**config.mk**
```make
export PLATFORM = sky130hd
export DESIGN_NAME = fetch_icache
export DESIGN_NICKNAME = d
export VERILOG_FILES = /design/src/rtl/fetch_icache_pkg.sv /design/src/rtl/fetch_icache_rrarb.sv /design/src/rtl/fetch_icache_ctrl.sv /design/src/rtl/fetch_icache_dpath.sv /design/src/rtl/fetch_icache.sv
export SDC_FILE = /design/constraint.sdc
export NUM_CORES = 1
export LEC_CHECK = 0
export ABC_AREA = 1
export BUFFER_PORTS_ARGS = -buffer_cell sky130_fd_sc_hd__buf_4
export CAP_MARGIN = 20
export CORE_MARGIN = 3
export CORE_UTILIZATION = 53
export CTS_CLUSTER_DIAMETER = 30
export DETAILED_ROUTE_END_ITERATION = 12
export PLACE_DENSITY = 0.76
export SLEW_MARGIN = 20
export SYNTH_ARGS = -nofsm -noshare
export SYNTH_HDL_FRONTEND = slang
export SYNTH_SLANG_ARGS = --single-unit
```
**constraint.sdc**
```tcl
create_clock -name clk -period 3.1 [get_ports clk]
set_input_delay 0.31 -clock clk [delete_from_list [all_inputs] [get_ports clk]]
set_output_delay 0.31 -clock clk [all_outputs]
set_load 0.02 [all_outputs]
```
**src/rtl/fetch_icache_pkg.sv**
```systemverilog
package fetch_icache_pkg;
  // strobes from control to datapath
  typedef struct packed {
    logic latchMiss;   // capture the granted address as the pending miss
    logic install;     // write memReadData into the pending miss entry
    logic deliverHit;  // hand the stored word to the granted core
    logic deliverMem;  // hand the memory word to the granted core
  } cacheCtl_t;
endpackage

```
**src/rtl/fetch_icache_rrarb.sv**
```systemverilog
module fetch_icache_rrarb #(
  parameter int NUM_CORES = 3,
  localparam int SEL_W = (NUM_CORES > 1) ? $clog2(NUM_CORES) : 1
) (
  input  logic [NUM_CORES-1:0] req,
  input  logic [SEL_W-1:0]     lastGrant,
  output logic                 anyReq,
  output logic [SEL_W-1:0]     pick
);
  always_comb begin
    anyReq = 1'b0;
    pick   = lastGrant;
    for (int k = 1; k <= NUM_CORES; k++) begin
      int cand;
      cand = int'(lastGrant) + k;
      if (cand >= NUM_CORES) cand = cand - NUM_CORES;
      if (!anyReq && req[cand]) begin
        anyReq = 1'b1;
        pick   = SEL_W'(cand);
      end
    end
  end
endmodule

```
**src/rtl/fetch_icache_ctrl.sv**
```systemverilog
module fetch_icache_ctrl
  import fetch_icache_pkg::*;
#(
  parameter int NUM_CORES = 3,
  localparam int SEL_W = (NUM_CORES > 1) ? $clog2(NUM_CORES) : 1
) (
  input  logic                 clk,
  input  logic                 rstN,
  input  logic [NUM_CORES-1:0] fetchValid,
  input  logic [NUM_CORES-1:0] fetchReady,
  input  logic                 lookupHit,
  input  logic                 memReadReady,
  output logic [SEL_W-1:0]     selCore,
  output cacheCtl_t            ctl,
  output logic                 memReadValid
);
  typedef enum logic {IDLE, MISS} state_t;

  state_t            stateQ;
  logic [SEL_W-1:0]  lastQ, grantQ, pick;
  logic              anyReq;
  logic [NUM_CORES-1:0] pending;

  assign pending = fetchValid & ~fetchReady;

  fetch_icache_rrarb #(.NUM_CORES(NUM_CORES)) u_arb (
    .req(pending), .lastGrant(lastQ), .anyReq(anyReq), .pick(pick)
  );

  assign selCore      = (stateQ == MISS) ? grantQ : pick;
  assign memReadValid = (stateQ == MISS);

  always_comb begin
    ctl = '0;
    if (stateQ == IDLE) begin
      if (anyReq) begin
        ctl.deliverHit = lookupHit;
        ctl.latchMiss  = !lookupHit;
      end
    end else if (memReadReady) begin
      ctl.install    = 1'b1;
      ctl.deliverMem = 1'b1;
    end
  end

  always_ff @(posedge clk or negedge rstN) begin
    if (!rstN) begin
      stateQ <= IDLE;
      lastQ  <= SEL_W'(NUM_CORES - 1);
      grantQ <= '0;
    end else if (stateQ == IDLE) begin
      if (anyReq) begin
        lastQ <= pick;
        if (!lookupHit) begin
          stateQ <= MISS;
          grantQ <= pick;
        end
      end
    end else if (memReadReady) begin
      stateQ <= IDLE;
    end
  end
endmodule

```
**src/rtl/fetch_icache_dpath.sv**
```systemverilog
module fetch_icache_dpath
  import fetch_icache_pkg::*;
#(
  parameter int NUM_CORES = 3,
  parameter int ADDR_W    = 8,
  parameter int INSTR_W   = 16,
  parameter int LINES     = 8,
  localparam int SEL_W = (NUM_CORES > 1) ? $clog2(NUM_CORES) : 1,
  localparam int IDX_W = $clog2(LINES),
  localparam int TAG_W = ADDR_W - IDX_W
) (
  input  logic                         clk,
  input  logic                         rstN,
  input  logic [NUM_CORES-1:0]         fetchValid,
  input  logic [NUM_CORES*ADDR_W-1:0]  fetchAddr,
  input  logic [SEL_W-1:0]             selCore,
  input  cacheCtl_t                    ctl,
  input  logic [INSTR_W-1:0]           memReadData,
  output logic                         lookupHit,
  output logic [ADDR_W-1:0]            missAddr,
  output logic [NUM_CORES-1:0]         fetchReady,
  output logic [NUM_CORES*INSTR_W-1:0] fetchInstr
);
  logic [LINES-1:0]   validQ;
  logic [TAG_W-1:0]   tagQ  [LINES];
  logic [INSTR_W-1:0] dataQ [LINES];
  logic [ADDR_W-1:0]  reqAddr, missAddrQ;
  logic [IDX_W-1:0]   reqIdx, missIdx;
  logic [INSTR_W-1:0] deliverWord;
  logic               deliver;

  assign reqAddr   = fetchAddr[selCore*ADDR_W +: ADDR_W];
  assign reqIdx    = reqAddr[IDX_W-1:0];
  assign missIdx   = missAddrQ[IDX_W-1:0];
  assign lookupHit = validQ[reqIdx] && (tagQ[reqIdx] == reqAddr[ADDR_W-1:IDX_W]);
  assign missAddr  = missAddrQ;
  assign deliver   = ctl.deliverHit | ctl.deliverMem;
  assign deliverWord = ctl.deliverMem ? memReadData : dataQ[reqIdx];

  always_ff @(posedge clk or negedge rstN) begin
    if (!rstN) begin
      validQ    <= '0;
      missAddrQ <= '0;
    end else begin
      if (ctl.install)   validQ[missIdx] <= 1'b1;
      if (ctl.latchMiss) missAddrQ <= reqAddr;
    end
  end

  always_ff @(posedge clk) begin
    if (ctl.install) begin
      tagQ[missIdx]  <= missAddrQ[ADDR_W-1:IDX_W];
      dataQ[missIdx] <= memReadData;
    end
  end

  for (genvar c = 0; c < NUM_CORES; c++) begin : g_lane
    logic               laneReadyQ;
    logic [INSTR_W-1:0] laneInstrQ;
    always_ff @(posedge clk or negedge rstN) begin
      if (!rstN) begin
        laneReadyQ <= 1'b0;
        laneInstrQ <= '0;
      end else if (deliver && (selCore == SEL_W'(c))) begin
        laneReadyQ <= 1'b1;
        laneInstrQ <= deliverWord;
      end else if (!fetchValid[c]) begin
        laneReadyQ <= 1'b0;
      end
    end
    assign fetchReady[c] = laneReadyQ;
    assign fetchInstr[c*INSTR_W +: INSTR_W] = laneInstrQ;
  end
endmodule

```
**src/rtl/fetch_icache.sv**
```systemverilog
module fetch_icache
  import fetch_icache_pkg::*;
#(
  parameter int NUM_CORES = 3,
  parameter int ADDR_W    = 8,
  parameter int INSTR_W   = 16,
  parameter int LINES     = 8,
  localparam int SEL_W = (NUM_CORES > 1) ? $clog2(NUM_CORES) : 1
) (
  input  logic                         clk,
  input  logic                         rstN,
  input  logic [NUM_CORES-1:0]         fetchValid,
  input  logic [NUM_CORES*ADDR_W-1:0]  fetchAddr,
  output logic [NUM_CORES-1:0]         fetchReady,
  output logic [NUM_CORES*INSTR_W-1:0] fetchInstr,
  output logic                         memReadValid,
  output logic [ADDR_W-1:0]            memReadAddr,
  input  logic                         memReadReady,
  input  logic [INSTR_W-1:0]           memReadData
);
  cacheCtl_t        ctl;
  logic [SEL_W-1:0] selCore;
  logic             lookupHit;

  fetch_icache_ctrl #(.NUM_CORES(NUM_CORES)) u_ctrl (
    .clk(clk), .rstN(rstN), .fetchValid(fetchValid), .fetchReady(fetchReady),
    .lookupHit(lookupHit), .memReadReady(memReadReady), .selCore(selCore),
    .ctl(ctl), .memReadValid(memReadValid)
  );

  fetch_icache_dpath #(
    .NUM_CORES(NUM_CORES), .ADDR_W(ADDR_W), .INSTR_W(INSTR_W), .LINES(LINES)
  ) u_dpath (
    .clk(clk), .rstN(rstN), .fetchValid(fetchValid), .fetchAddr(fetchAddr),
    .selCore(selCore), .ctl(ctl), .memReadData(memReadData),
    .lookupHit(lookupHit), .missAddr(memReadAddr),
    .fetchReady(fetchReady), .fetchInstr(fetchInstr)
  );
endmodule

```
After elaboration in Yosys (flattened, before gate mapping). Memories as Yosys holds them, arrays and structs flattened. Cells that the tools add are included.

$add $sub $neg: 6. Magnitude comparators: 9. Equal/unequal tests: 6. Shift-type cells: 1. Muxes and demuxes: 42. Bitwise logic cells: 6. Reduce and logical (&&, ||, !) cells: 13.

Operator list (count): 32-bit by 4-bit less-than comparator with 1-bit output (second input constant) (3); 32-bit two-way mux (3); 32-bit by 3-bit >= comparator with 1-bit output (second input constant) (1); 32-bit by 3-bit subtractor with 32-bit output (second input constant) (1); 1-bit two-way mux (29); 24-bit by 6-bit indexed part select with 8-bit output (1); 16-bit two-way mux (1); 3-bit by 4-bit less-than comparator with 1-bit output (second input constant) (2); 2-bit two-way mux (4); 8-bit bitwise OR (1); 3-bit by 2-bit subtractor with 4-bit output (second input constant) (2); 1-bit logical AND (7); 2-bit by 2-bit adder with 3-bit output (second input constant) (2); 1-bit binary-select mux with 2-bit select (3); 3-bit by 2-bit >= comparator with 1-bit output (second input constant) (2); 2-bit by 1-bit inequality test with 1-bit output (second input constant) (3); 5-bit equality test (1); 2-bit by 1-bit adder with 3-bit output (second input constant) (1); 3-bit AND (1); 1-bit binary-select mux with 3-bit select (1); 1-bit demux with 3-bit select (1); 3-bit by 1-bit >= comparator with 1-bit output (second input constant) (1); 1-bit zero test (3); 3-bit NOT (1); 7 further kinds (8).

Register bits: 72. RAM bits: 168. Input port bits: 46. Memories kept: 2.

Memory list: u_dpath.dataQ (depth 8, bits a word 16, rd ports 1, clocked after memory_dff 0, wr ports 1, RTL line fetch_icache_dpath.sv:26) `logic [INSTR_W-1:0] dataQ [LINES];`; u_dpath.tagQ (depth 8, bits a word 5, rd ports 1, clocked after memory_dff 0, wr ports 1, RTL line fetch_icache_dpath.sv:25) `logic [TAG_W-1:0] tagQ [LINES];`.

Longest topological paths before layout.
Depth in word-level cells: 23. Depth in mapped cells: 29.

Cells and area by module. Synthesis repeated with hierarchy kept, for this count alone.

Cell total of the unflattened synthesis: 959. Area total of the unflattened synthesis: 10319.9 sq um.

Modules (own cells, without submodules): fetch_icache_dpath (instances 1, cells each 880, area each 9804.4 sq um); fetch_icache_ctrl (instances 1, cells each 38, area each 270.3 sq um); fetch_icache_rrarb (instances 1, cells each 41, area each 245.2 sq um).

Worst setup path before layout. Ideal clock, no wire load.

Path kind: register -> register. From: reg u_ctrl.lastQ[1]. To: reg u_dpath.g_lane[2].laneInstrQ[0]. Library setup time: 0.117 ns. Data arrival time: 3.165 ns. Setup slack: -0.182 ns. Stages on the path, launching flop included: 25. Path buffers: 2. Period minus slack after synthesis: 3.282 ns. Path through: dfstp_2 > inv_1 > ha_1 > inv_2 > nand2_1 > nand2_1 > nor2_1 > nor2_1 > nand4_2 > nand3_4 > nand2_4 > nand2_2 > nand2_4 > buf_6 > o211ai_1 > nand3_1 > nand2_1 > nand2_1 > nor2_2 > nand4_2 > nand2_4 > nand2_4 > buf_2 > nand2_1 > nand2_1.

Longest elaborated chain between the ends: 22. Elaborated cells on any way between the ends: 45. Classes of those cells: 6 x add/sub; 3 x order compare; 2 x eq/ne; 1 x shift; 24 x mux; 1 x bitwise; 6 x reduce/logical; 2 x memory.

Ends and longest elaborated chain: start: declaration (RTL line fetch_icache_ctrl.sv:20) `logic [SEL_W-1:0] lastQ, grantQ, pick;`; start signal: assignment (RTL line fetch_icache_ctrl.sv:49) `lastQ <= SEL_W'(NUM_CORES - 1);`; start signal: assignment (RTL line fetch_icache_ctrl.sv:53) `lastQ <= pick;`; 2-bit by 1-bit adder with 3-bit output (RTL line fetch_icache_rrarb.sv:15) `cand = int'(lastGrant) + k;`; 32-bit by 3-bit subtractor with 32-bit output / 32-bit by 3-bit >= comparator with 1-bit output (equally long branches) (RTL line fetch_icache_rrarb.sv:16) `if (cand >= NUM_CORES) cand = cand - NUM_CORES;`; 32-bit two-way mux (RTL line fetch_icache_rrarb.sv:16); 1-bit binary-select mux with 2-bit select (RTL line fetch_icache_rrarb.sv:17) `if (!anyReq && req[cand]) begin`; 1-bit two-way mux (not written as such) (2 in a row) (RTL line fetch_icache_rrarb.sv:17); 1-bit two-way mux (RTL line fetch_icache_rrarb.sv:17); 1-bit zero test (RTL line fetch_icache_rrarb.sv:17); 1-bit logical AND (RTL line fetch_icache_rrarb.sv:17); [5 not listed]; 24-bit by 6-bit indexed part select with 8-bit output (RTL line fetch_icache_dpath.sv:32) `assign reqAddr = fetchAddr[selCore*ADDR_W +: ADDR_W];`; memory 8 x 5 bit / 1-bit binary-select mux with 3-bit select (equally long branches); 5-bit equality test / 1-bit two-way mux (equally long branches) (RTL line fetch_icache_dpath.sv:35) `assign lookupHit = validQ[reqIdx] && (tagQ[reqIdx] == reqAddr[ADDR_W-1:IDX_W]);`; 1-bit logical AND (RTL line fetch_icache_dpath.sv:35); 1-bit two-way mux (RTL line fetch_icache_ctrl.sv:36) `if (anyReq) begin`; 1-bit two-way mux (RTL line fetch_icache_ctrl.sv:35) `if (stateQ == IDLE) begin`; 1-bit bitwise OR (RTL line fetch_icache_dpath.sv:37) `assign deliver = ctl.deliverHit | ctl.deliverMem;`; 1-bit logical AND (RTL line fetch_icache_dpath.sv:64) `end else if (deliver && (selCore == SEL_W'(c))) begin`; end signal: assignment (RTL line fetch_icache_dpath.sv:66) `laneInstrQ <= deliverWord;`; end: declaration (RTL line fetch_icache_dpath.sv:59) `logic [INSTR_W-1:0] laneInstrQ;`.

Parallel ways exist; a longest one is shown, timed or not. The select of a mux whose other input is x is not followed. A chain may end at the register's enable or synchronous reset.

Worst setup path after layout.
From: reg u_ctrl.lastQ[1]. To: reg u_dpath.g_lane[0].laneInstrQ[12].

Longest elaborated chain between the ends: 22. Elaborated cells on any way between the ends: 45. Classes of those cells: 6 x add/sub; 3 x order compare; 1 x eq/ne; 1 x shift; 24 x mux; 1 x bitwise; 7 x reduce/logical; 2 x memory.

Ends and longest elaborated chain (RTL line): 2-bit by 1-bit adder with 3-bit output (fetch_icache_rrarb.sv:15); 32-bit by 3-bit subtractor with 32-bit output / 32-bit by 3-bit >= comparator with 1-bit output (equally long branches) (fetch_icache_rrarb.sv:16); 32-bit two-way mux (fetch_icache_rrarb.sv:16); 1-bit binary-select mux with 2-bit select (fetch_icache_rrarb.sv:17); 1-bit two-way mux (not written as such) (2 in a row) (fetch_icache_rrarb.sv:17); 1-bit two-way mux (fetch_icache_rrarb.sv:17); 1-bit zero test (fetch_icache_rrarb.sv:17); 1-bit logical AND (fetch_icache_rrarb.sv:17); [5 not listed]; 24-bit by 6-bit indexed part select with 8-bit output (fetch_icache_dpath.sv:32); memory 8 x 5 bit / 1-bit binary-select mux with 3-bit select (equally long branches); 5-bit equality test / 1-bit two-way mux (equally long branches) (fetch_icache_dpath.sv:35); 1-bit logical AND (fetch_icache_dpath.sv:35); 1-bit two-way mux (fetch_icache_ctrl.sv:36); 1-bit two-way mux (fetch_icache_ctrl.sv:35); 1-bit bitwise OR (fetch_icache_dpath.sv:37); 1-bit logical AND (fetch_icache_dpath.sv:64); end signal: assignment (fetch_icache_dpath.sv:66); end: declaration (fetch_icache_dpath.sv:59).

Parallel ways exist; a longest one is shown, timed or not. The select of a mux whose other input is x is not followed.

==> flow_summary.ini <==
[run]
maxCapViolCount = 0

[clocking]
numCtsBuffers = 41
htreeDepth = 2
cts_tree = done
clock_path_buffers = 3
clock_latency_ns = 0.52
clkSlewWorstSetupHoldPaths_ns = 0.05
clock_sinks = 240
cts_root_buf = clkbuf_16

[drt]
route.detailed.drc = 0
topRoutingLayerUsed = met4
wl_per_cell_um = 20.7
routed_wl_um = 28700
num_vias = 8144
drt_iter0_markers = 851
m1WireLength_um = 10300
vias_per_cell = 5.87
dr_wl_met2_um = 14600
antenna_left = 0
wl_met3_um = 2700
drtPass1Iterations = 5

[setup_path]
cp-end-kind = register
critPathBufInv = 6
critPathKind = reg -> reg
cp-start-kind = register
max_stage_delay_ns = 0.55
cp_common_cell = nand2_2
cp_slowest_cell = dfstp_2
crit_fanout = 7
crit_family = simple AND/OR/NAND/NOR gates
crit_required_ns = 3.50
critPathArrivalTime_ns = 4.00

[floorplanning]
dieArea_sq_um = 21100
io_pins = 106
die_w_um = 145
start_util_pct = 54.4
row_count = 50
core-area_sq_um = 18900
die_y_um = 145

[global_route]
grt_remaining_overflow = 0
grt_max_degree = 73
grt_first_pass_wirelength_um = 43600
antenna_found_initial = 0
grt_usage_pct = 25.9
grt_pass1_vias = 8155

[timing]
skew_ns = 0.0206
period_share_pct = 116
worst_pin_slew_ns = 0.943
final.min_clock_period_ns = 3.60
final-setup-viol-count = 62
hold_viol_final = 0
worst_slack_ns = -0.501
final_max_slew_viol_count = 0
fmax_mhz = 278
rsz0062_at_grt = true
fin_setup_tns_ns = -26.60
slew_headroom_pct = 37.1

[logic_synthesis]
synth_most_common_cell = nand2_1
postSynthCellCount = 904
synth_seq_cells = 240
synth_warnings = 0
synth_ff_type = edfxtp_1
synth_edf_count = 168
yosysTopAreaCellShare_pct = 49.1
yosysTopAreaCell = edfxtp_1
synth_common_cells = nand2_1, edfxtp_1, nand3_1
netlist_top_cells_area = edfxtp_1, dfrtp_1, nand2_1, nand3_1, mux2i_1
netlist_area_sq_um = 10300
ys_seq_area_share_pct = 66.6
async_reset_ff_share_pct = 30.0
synth.distinct_cells = 34
syn-num-nets = 953
avgSynthCellArea_sq_um = 11.4

[layout]
finalNetCount = 1146
utilization_pct = 74.3
diodes = 0
drive_gt1_share_pct = 36.2
area_growth_pct = 36.4

[place]
gp_congestion = 0.872
placement.io_buffers = 105
hpwl_um = 16200

[status]
status = complete, but fails checks
failed_checks = negative setup slack

[hold_path]
holdCritPathClass = in -> reg
==> worst paths after layout <==
check / from / end / slack [ns] / depth (start not counted)
max: u_ctrl.lastQ[1] / u_dpath.g_lane[0].laneInstrQ[12] / -0.50 / 28
min: memReadData[2] / u_dpath.dataQ[0][2] / 0.03 / 1
max reg2reg: u_ctrl.lastQ[1] / u_dpath.g_lane[0].laneInstrQ[12] / -0.50 / 28
min reg2reg: u_dpath.validQ[7] / u_dpath.validQ[7] / 0.47 / 1
max in group asynchronous: rstN / u_dpath.missAddr[2] / 2.00 / 2
min in group asynchronous: rstN / u_dpath.g_lane[0].laneInstrQ[3] / 0.49 / 2
==> stage by stage <==
stage	area [sq um]	instances	hold slack, ns	setup WS (ns)
6_report	14000	1388	0.0323	-0.501
2_1_floorplan	10300	904	0.0144	0.00147
3_5_place_dp	11800	1291	0.457	-0.366
4_1_cts	13800	1384	0.0209	-0.309
5_1_grt	14000	1388	0.0330	-0.654
3_3_place_gp	11800	1291	0.453	-0.279
==> cell families after synthesis <==
group           share of synthesized area, %
compound gates                          5.93
simple gates                            20.2
mux                                     3.02
flops                                   66.6
buf+inv                                 3.94
fa+ha+maj                              0.365
==> timing repair <==
action                                  in CTS  in global routing
pin swaps                                   18                 25
endpoints found under the hold margin       71                  0
resized for setup                           76                 62
setup buffers                               12                  2
hold buffers                                 1                  0
cloned                                       6                  2
endpoints found under the setup margin      62                 62
==> per-layer routing <==
| layer | track usage (%) | vias up |
|---|---|---|
| met2 | 43.5 | 509 |
| met5 | 0 | - |
| met1 | 33.6 | 3923 |
| met4 | 10.2 | 0 |
| met3 | 4.84 | 110 |
| li1 | - | 3602 |
==> layout by cell type (no fill, tap or decap), types with 11 or more instances in the layout <==
master | Yosys | routed
o21ai_0 | 48 | 41
nand2_2 | 4 | 52
nor2_2 | 4 | 11
nand2_4 | 7 | 12
nand2_1 | 238 | 181
inv_1 | 21 | 20
nor2_1 | 46 | 34
nand3_1 | 137 | 120
dfrtp_1 | 71 | 71
clkbuf_16 | 0 | 44
mux2i_1 | 31 | 31
edfxtp_1 | 168 | 168
buf_4 | 10 | 170
nand3_2 | 5 | 18
o221ai_1 | 34 | 30
==> worst reg2reg max path, delay by kind of cell (launching register included) <==
kind / cells / cell delay, ns
flip-flops: 1 / 0.55
AND/OR/NAND/NOR: 20 / 1.94
buffers and inverters: 6 / 0.62
adder cells (fa/ha/maj): 1 / 0.31
AO/OA/AOI/OAI: 1 / 0.06
==> sequential cells by signal (all words and copies together) (netlist names) <==
| name | cells |
|---|---|
| u_dpath.g_lane.laneReadyQ | 3 |
| u_dpath.validQ | 8 |
| u_dpath.tagQ | 40 |
| u_dpath.dataQ | 128 |
| u_ctrl.lastQ | 2 |
| u_dpath.g_lane.laneInstrQ | 48 |
| u_ctrl.memReadValid | 1 |
| u_ctrl.grantQ | 2 |
| u_dpath.missAddr | 8 |
==> cell type report <==
class | count | area [sq um]
Clock buffer | 50 | 1160
Timing Repair Buffer | 192 | 1630
Sequential cell | 240 | 6850
Multi-Input combinational cell | 590 | 3610
Fill cell | 1157 | 4860
Inverter | 32 | 145
Tap cell | 260 | 325
Clock inverter | 24 | 308
Power is not shown: default switching activity piles up to over one toggle a cycle in this logic, so the estimate is an artifact.
